==> src/rtl/adc_cal_pkg.sv <==
package adc_cal_pkg;

    typedef enum logic [1:0] {
        ST_IDLE = 2'd0,
        ST_OFS  = 2'd1,
        ST_GAIN = 2'd2
    } cal_state_e;

    localparam int CMD_W = 3;

    localparam logic [CMD_W-1:0] CMD_NONE = 3'b000;
    localparam logic [CMD_W-1:0] CMD_OFS  = 3'b001;
    localparam logic [CMD_W-1:0] CMD_GAIN = 3'b010;
    localparam logic [CMD_W-1:0] CMD_BOTH = 3'b011;

    localparam logic [2:0] ADDR_DATA = 3'd0;
    localparam logic [2:0] ADDR_OFS  = 3'd1;
    localparam logic [2:0] ADDR_GAIN = 3'd2;
    localparam logic [2:0] ADDR_SET  = 3'd3;
    localparam logic [2:0] ADDR_CFG  = 3'd4;

endpackage

==> src/rtl/adc_cal_fsm.sv <==
module adc_cal_fsm
    import adc_cal_pkg::*;
(
    input  logic             clk,
    input  logic             rst_n,
    input  logic             cmd_wr,
    input  logic [CMD_W-1:0] cmd_wdata,
    input  logic             conv_done,
    output logic [CMD_W-1:0] cmd_bits,
    output logic             cal_busy,
    output logic             ofs_capture,
    output logic             gain_capture,
    output logic             cal_finish
);

    cal_state_e       state_q, state_d;
    logic [CMD_W-1:0] cmd_q, cmd_d;
    logic             both_q, both_d;

    // next-state logic
    always_comb begin
        state_d = state_q;
        cmd_d   = cmd_q;
        both_d  = both_q;
        unique case (state_q)
            ST_IDLE: begin
                if (cmd_wr) begin
                    if (cmd_wdata == CMD_OFS || cmd_wdata == CMD_BOTH) begin
                        state_d = ST_OFS;
                        cmd_d   = cmd_wdata;
                        both_d  = (cmd_wdata == CMD_BOTH);
                    end else if (cmd_wdata == CMD_GAIN) begin
                        state_d = ST_GAIN;
                        cmd_d   = cmd_wdata;
                        both_d  = 1'b0;
                    end
                end
            end
            ST_OFS: begin
                if (conv_done) begin
                    if (both_q) begin
                        state_d = ST_GAIN;
                    end else begin
                        state_d = ST_IDLE;
                        cmd_d   = CMD_NONE;
                    end
                end
            end
            ST_GAIN: begin
                if (conv_done) begin
                    state_d = ST_IDLE;
                    cmd_d   = CMD_NONE;
                    both_d  = 1'b0;
                end
            end
            default: begin
                state_d = ST_IDLE;
                cmd_d   = CMD_NONE;
                both_d  = 1'b0;
            end
        endcase
    end

    // state register
    always_ff @(posedge clk) begin
        if (!rst_n) begin
            state_q <= ST_IDLE;
            cmd_q   <= CMD_NONE;
            both_q  <= 1'b0;
        end else begin
            state_q <= state_d;
            cmd_q   <= cmd_d;
            both_q  <= both_d;
        end
    end

    // outputs
    always_comb begin
        cmd_bits     = cmd_q;
        cal_busy     = (state_q != ST_IDLE);
        ofs_capture  = (state_q == ST_OFS)  && conv_done;
        gain_capture = (state_q == ST_GAIN) && conv_done;
        cal_finish   = (ofs_capture && !both_q) || gain_capture;
    end


    finish_clears_cmd_chk: assert property (@(posedge clk) disable iff (!rst_n)
        cal_finish |=> (cmd_bits == CMD_NONE && !cal_busy));


    combo_chain_chk: assert property (@(posedge clk) disable iff (!rst_n)
        (ofs_capture && both_q) |=> (state_q == ST_GAIN && cal_busy));


    busy_cmd_hold_chk: assert property (@(posedge clk) disable iff (!rst_n)
        (cal_busy && !conv_done) |=> $stable(cmd_bits));

endmodule

==> src/rtl/adc_cal_regs.sv <==
module adc_cal_regs
    import adc_cal_pkg::*;
#(
    parameter int DATA_W = 24
) (
    input  logic              clk,
    input  logic              rst_n,
    input  logic              wr_en,
    input  logic              rd_en,
    input  logic [2:0]        addr,
    input  logic [DATA_W-1:0] wdata,
    input  logic              conv_done,
    input  logic [DATA_W-1:0] conv_result,
    input  logic              cal_busy,
    input  logic              ofs_capture,
    input  logic              gain_capture,
    input  logic              cal_finish,
    input  logic [CMD_W-1:0]  cmd_bits,
    output logic [DATA_W-1:0] rdata,
    output logic              done_flag
);

    localparam int                HI_W     = DATA_W - CMD_W;
    localparam logic [DATA_W-1:0] GAIN_RST = {1'b1, {(DATA_W-1){1'b0}}};

    logic [DATA_W-1:0] data_q, ofs_q, gain_q, set_q;
    logic [HI_W-1:0]   cfg_hi_q;
    logic              done_q;
    logic              flag_set, flag_clr, clr_addr;

    assign clr_addr = (addr == ADDR_DATA) || (addr == ADDR_OFS) ||
                      (addr == ADDR_GAIN) || (addr == ADDR_SET);
    assign flag_set = cal_finish || (conv_done && !cal_busy);
    assign flag_clr = rd_en && clr_addr;

    always_ff @(posedge clk) begin
        if (!rst_n) begin
            data_q   <= '0;
            ofs_q    <= '0;
            gain_q   <= GAIN_RST;
            set_q    <= '0;
            cfg_hi_q <= '0;
            done_q   <= 1'b0;
        end else begin
            if (conv_done && !cal_busy)
                data_q <= conv_result;
            if (ofs_capture)
                ofs_q <= conv_result;
            else if (wr_en && addr == ADDR_OFS)
                ofs_q <= wdata;
            if (gain_capture)
                gain_q <= conv_result;
            else if (wr_en && addr == ADDR_GAIN)
                gain_q <= wdata;
            if (wr_en && addr == ADDR_SET)
                set_q <= wdata;
            if (wr_en && addr == ADDR_CFG)
                cfg_hi_q <= wdata[DATA_W-1:CMD_W];
            if (flag_set)
                done_q <= 1'b1;
            else if (flag_clr)
                done_q <= 1'b0;
        end
    end

    always_comb begin
        unique case (addr)
            ADDR_DATA: rdata = data_q;
            ADDR_OFS:  rdata = ofs_q;
            ADDR_GAIN: rdata = gain_q;
            ADDR_SET:  rdata = set_q;
            ADDR_CFG:  rdata = {cfg_hi_q, cmd_bits};
            default:   rdata = '0;
        endcase
    end

    assign done_flag = done_q;


    done_set_chk: assert property (@(posedge clk) disable iff (!rst_n)
        (cal_finish || (conv_done && !cal_busy)) |=> done_flag);


    cfg_read_keeps_done_chk: assert property (@(posedge clk) disable iff (!rst_n)
        (rd_en && addr == ADDR_CFG && !cal_finish && !(conv_done && !cal_busy))
        |=> $stable(done_flag));


    read_clears_done_chk: assert property (@(posedge clk) disable iff (!rst_n)
        (rd_en && addr <= ADDR_SET && !cal_finish && !(conv_done && !cal_busy))
        |=> !done_flag);


    busy_data_hold_chk: assert property (@(posedge clk) disable iff (!rst_n)
        cal_busy |=> $stable(data_q));

endmodule

==> src/rtl/adc_cal_ctrl.sv <==
module adc_cal_ctrl
    import adc_cal_pkg::*;
#(
    parameter int DATA_W = 24
) (
    input  logic              clk,
    input  logic              rst_n,
    input  logic              reg_wr,
    input  logic              reg_rd,
    input  logic [2:0]        reg_addr,
    input  logic [DATA_W-1:0] reg_wdata,
    output logic [DATA_W-1:0] reg_rdata,
    input  logic              conv_done,
    input  logic [DATA_W-1:0] conv_result,
    output logic              done_flag,
    output logic              cal_busy
);

    logic             cfg_wr;
    logic [CMD_W-1:0] cmd_bits;
    logic             ofs_capture, gain_capture, cal_finish;

    assign cfg_wr = reg_wr && (reg_addr == ADDR_CFG);

    adc_cal_fsm u_fsm (
        .clk         (clk),
        .rst_n       (rst_n),
        .cmd_wr      (cfg_wr),
        .cmd_wdata   (reg_wdata[CMD_W-1:0]),
        .conv_done   (conv_done),
        .cmd_bits    (cmd_bits),
        .cal_busy    (cal_busy),
        .ofs_capture (ofs_capture),
        .gain_capture(gain_capture),
        .cal_finish  (cal_finish)
    );

    adc_cal_regs #(.DATA_W(DATA_W)) u_regs (
        .clk         (clk),
        .rst_n       (rst_n),
        .wr_en       (reg_wr),
        .rd_en       (reg_rd),
        .addr        (reg_addr),
        .wdata       (reg_wdata),
        .conv_done   (conv_done),
        .conv_result (conv_result),
        .cal_busy    (cal_busy),
        .ofs_capture (ofs_capture),
        .gain_capture(gain_capture),
        .cal_finish  (cal_finish),
        .cmd_bits    (cmd_bits),
        .rdata       (reg_rdata),
        .done_flag   (done_flag)
    );

endmodule

==> config.mk <==
export PLATFORM = sky130hd
export DESIGN_NAME = adc_cal_ctrl
export DESIGN_NICKNAME = d
export VERILOG_FILES = /design/src/rtl/adc_cal_pkg.sv /design/src/rtl/adc_cal_fsm.sv /design/src/rtl/adc_cal_regs.sv /design/src/rtl/adc_cal_ctrl.sv
export SDC_FILE = /design/constraint.sdc
export NUM_CORES = 1
export LEC_CHECK = 0
export ABC_AREA = 1
export BUFFER_PORTS_ARGS = -buffer_cell sky130_fd_sc_hd__buf_2
export CAP_MARGIN = 20
export CORE_MARGIN = 4
export CORE_UTILIZATION = 45
export CTS_BUF_LIST = sky130_fd_sc_hd__clkbuf_4 sky130_fd_sc_hd__clkbuf_8
export DETAILED_ROUTE_END_ITERATION = 10
export HOLD_SLACK_MARGIN = 0.06
export PLACE_DENSITY = 0.71
export REMOVE_ABC_BUFFERS = 1
export SYNTH_ARGS = -nofsm -noshare
export SYNTH_HDL_FRONTEND = slang
export SYNTH_HIERARCHICAL = 1
export SYNTH_SLANG_ARGS = --single-unit
==> constraint.sdc <==
create_clock -name clk -period 2.2 [get_ports clk]
set_clock_uncertainty 0.1 [all_clocks]
set_input_delay 0.44 -clock clk [delete_from_list [all_inputs] [get_ports clk]]
set_output_delay 0.44 -clock clk [all_outputs]
set_load 0.1 [all_outputs]
### Word-level counts from Yosys, hierarchy flattened

Cells that the tools add are included.
Widths: inputs -> output; s select.

* bits of input ports: 56
* word-level logic and storage cells: 76
* bits in registers: 124

* eq/ne operators: 14
* muxes and demuxes: 26
* bitwise gates (word level): 1
* reductions and logical operators: 26

Operators by type and width (count)
* $pmux 24 s5: 1
* $mux 24: 4
* $mux 3: 6
* $eq 3x2->1 const B: 4
* $mux 2: 6
* $logic_and 1x1->1: 9
* $pmux 3 s3: 1
* $ne 2x2->1 const B: 4
* $reduce_and 4->1: 2
* $reduce_bool 2->1: 4
* $eq 3x1->1 const B: 2
* $logic_or 1x1->1: 6
* $mux 1: 6
* $pmux 2 s3: 1
* $reduce_and 5->1: 1
* $eq 3x3->1 const B: 1
* $logic_not 3->1: 1
* $ne 3x1->1 const B: 1
* $pmux 1 s3: 1
* $eq 2x1->1 const B: 1
* $eq 2x2->1 const B: 1
* $logic_not 1->1: 2
* $logic_not 2->1: 1
* $not 1->1: 1

### Logic depth before layout (Yosys ltp)

* depth after elaboration: 7
* gate-level depth with buffers: 11
* mapped depth without buffers: 11

### Hierarchy

Netlist, hierarchy kept.

Modules (own cells, without submodules)
* adc_cal_regs: instances 1, cells each 1002, area an instance 6084.6 µm²
* adc_cal_fsm: instances 1, cells each 67, area an instance 386.6 µm²
* adc_cal_ctrl: instances 1, cells each 5, area an instance 21.3 µm²

### Least setup slack after synthesis

Ideal clock, no wire load.

* kind: in2out
* from: in reg_addr[2]
* to: out reg_rdata[22]
* arrival time: 1809 ps
* stages on the path: 7
* slack: -149 ps
* path through: inv_2 buf_2 nand3_1 buf_2 o21ai_0 nor2_1 nand2_1

* word-level cells in the longest chain between the ends: 2
* elaborated cells on any way between the ends: 6
* classes of those cells: eq/ne (4); mux (1); reduce/logical (1)

RTL lines
* start: declaration: RTL line adc_cal_ctrl.sv:10 `input logic [2:0] reg_addr,`
* $eq 3x3->1, or another cell as far along: RTL line adc_cal_regs.sv:67 `unique case (addr)`
* $pmux 24 s5 (*): RTL line adc_cal_regs.sv:67
* end: declaration: RTL line adc_cal_ctrl.sv:12 `output logic [DATA_W-1:0] reg_rdata,`

Every way passes the cells marked *; elsewhere a longest branch is shown, timed or not.

### Worst setup path after layout

* from: in reg_addr[2]
* to: out reg_rdata[5]

The elaborated chain is that of the path after synthesis.

==> results.yml <==
power:
  p_leak_uw: 0.003774
  p_total_uw: 5241
  vdd_drop_max_v: 0.0004521
  powerDensity_nw_per_um2: 660.1
global_route:
  antenna_found_initial: 0
  grt_max_degree: 56
  gr-total-overflow: 0
  grt_pass1_wl_mm: 29.84
  grt.total_usage_pct: 22.75
  grt_pass1_vias: 6004
synthesis:
  synth_top_area_share_pct: 38.23
  yosysSeqAreaShare_pct: 38.23
  yosys-top-cells-area: "dfxtp_1 38%, nand2_1 16%, nor2_1 11%"
  ys_warn_count: 6
  syn_inst: 1074
  yosys_register_bits: 124
  synth.avg_cell_area_um2: 6.045
  synth.cell_area_um2: 6492
  synth_cell_types: 19
  yosys.area.top_type: "dfxtp_1"
clock_tree:
  h-tree-depth: 4
  clkSinkCount: 124
  worstSkewPairLatency_ps: 440
  cts_tree: "done"
  numCtsBuffers: 17
  postCtsSetupBuffers: 0
  clock_path_buffers: 2
  clock-root-buffer: "clkbuf_8"
  path_clk_slew_ps: 70
cells_and_area:
  n_fill_cell: 1389
  syn_to_final_growth_pct: 22.28
  register_area_um2: 2482
  drive_above_1_share_pct: 14.25
  postLayoutCellArea_um2: 7939
  finalNetCount: 1196
  antenna_cells: 0
  layout_commonest_cell: "nand2_1"
  final_cell_mix: "278 x nand2_1, 186 x nor2_1, 126 x inv_1"
  multi_input_area_um2: 3239
timing:
  timing.slew.headroom_pct: 64.83
  finalHoldViolations: 0
  worst_slew_pin_slew_ps: 526.8
  grt_setup_unrepaired: "false"
  fmax_mhz: 471.4
  fin_ws_ps: 78.58
  fin_tns_setup_ps: 0
  finalCritPeriodShare_pct: 96.43
  period_needed_ps: 2121
  hold_slack_ps: 161.3
  drv_slew: 0
  setup_viol: 0
placed_design:
  routabilityCongestion: 0.8260
  pre_cts_ws_ps: 90.00
  dpl_cell_area_um2: 7550
  dpl.hpwl_mm: 12.10
  place.port_buffers: 81
floorplanning:
  fp.dieH_um: 128.1
  initial_core_util_pct: 46.41
  core_um2: 13990
  die_w_um: 128.1
  fp.dieArea_um2: 16410
  pin_count: 82
  rows: 43
routing:
  vias: 6606
  via_per_inst: 4.963
  dr.pass1.iters: 5
  drc_errors: 0
  postRouteAntennaNets: 0
  wl_per_cell_um: 13.82
  drt_wl_total_mm: 18.40
  drtIter0Drc: 510
setup_path:
  reg2regPathDepth: 7
  worst_setup_path_start_kind: "input pin"
  required_ps: 1660
  r2r_slack_ps: 660
  end_kind: "output port"
  worstPathMaxFanout: 6
  critPathKind: "in -> out"
  arrival_ps: 1580
  rr_startpoint: "u_fsm/state_q[0]$_SDFFE_PN0P_"
  r2r_end: "u_regs/data_q[12]$_SDFFE_PN0P_"
min_path:
  min_path_cells: 3
  min-delay-start: "conv_result[2]"
  hp-class: "in -> reg"
  hold-path-endpoint: "u_regs/data_q[2]$_SDFFE_PN0P_"
job:
  drv_cap: 0
outcome:
  status: "finished, final reports clean"
## metal layers
layer / part of all wire [%] / wire length, µm / GRT usage [%]
met1: 45 / 8218 / 29.51
met2: 47 / 8724 / 38.02
met3: 6.4 / 1172 / 5.042
met4: 1.6 / 286 / 6.617
met5: 0 / 0 / 0
## worst max-delay path, stage by stage
cell and delay (ps):
buf_2 120, inv_2 100, nand3_1 110, inv_1 220, buf_4 210, nand2_1 60, nand2_1 120, buf_12 190
## what timing repair did
action,CTS,global route
gates resized for setup,0,4
hold buffers,0,0
setup endpoints to repair,0,4
## how the worst max path moves through the flow
stage / from / end / slack [ps] / cells past startpoint
2_1_floorplan: conv_done / u_regs/ofs_q[0]$_SDFFE_PN0P_ / -1210 / 5
3_3_place_gp: reg_addr[2] / reg_rdata[4] / 100 / 8
3_5_place_dp: reg_addr[1] / reg_rdata[13] / 90 / 8
4_1_cts: reg_addr[2] / reg_rdata[6] / 60 / 8
5_1_grt: reg_addr[1] / reg_rdata[7] / 3 / 9
6_report: reg_addr[2] / reg_rdata[5] / 80 / 8
## flip-flops by register name (all words and copies together) (netlist names)
name and cells:
u_regs/gain_q 24, u_regs/set_q 24, u_regs/done_flag 1, u_regs/data_q 24, u_fsm/cmd_bits 3, u_regs/cfg_hi_q 21, u_fsm/state_q 2, u_regs/ofs_q 24
u_fsm/both_q 1
## cells in the mapped netlist
cell type,instances
nand2_1,279
nand4_1,1
nor2_4,3
dfxtp_1,124
buf_4,6
a21oi_1,74
o21ai_1,6
inv_2,5
nand2_4,1
nor2_2,4
buf_2,18
nor2_1,188
o21ai_0,113
buf_1,6
inv_1,126
nand3_1,79
clkbuf_1,37
nand4_2,1
nand2_2,3
## through the flow
step           instances  util (%)
6_report            1331     56.75
4_1_cts             1331     56.74
2_1_floorplan       1007         -
3_3_place_gp        1301     53.97
3_5_place_dp        1301     53.97
5_1_grt             1331     56.75
## cells by family after synthesis
group	Yosys count	synth area share (%)
buffers and inverters	198	12.14
AND/OR/NAND/NOR	559	34.75
flip-flops	124	38.23
AO/OA/AOI/OAI	193	14.88
## cell type report
type | count | area share, %
clock buffers | 21 | 3.325
clock inverters | 9 | 1.545
inverters | 131 | 6.194
multi-input cells | 752 | 40.80
flip-flops and latches | 124 | 31.27
well taps | 180 | 2.837
repair buffers | 114 | 14.03
## power breakdown
group / switching, µW / leakage [µW] / internal [µW]
Combinational: 556 / 0.00256 / 277
Clock: 879 / 0.000203 / 1150
Sequential: 37.5 / 0.00101 / 2350
Total: 1470 / 0.00377 / 3770
Note: power is estimated with default switching activity, not from simulation.
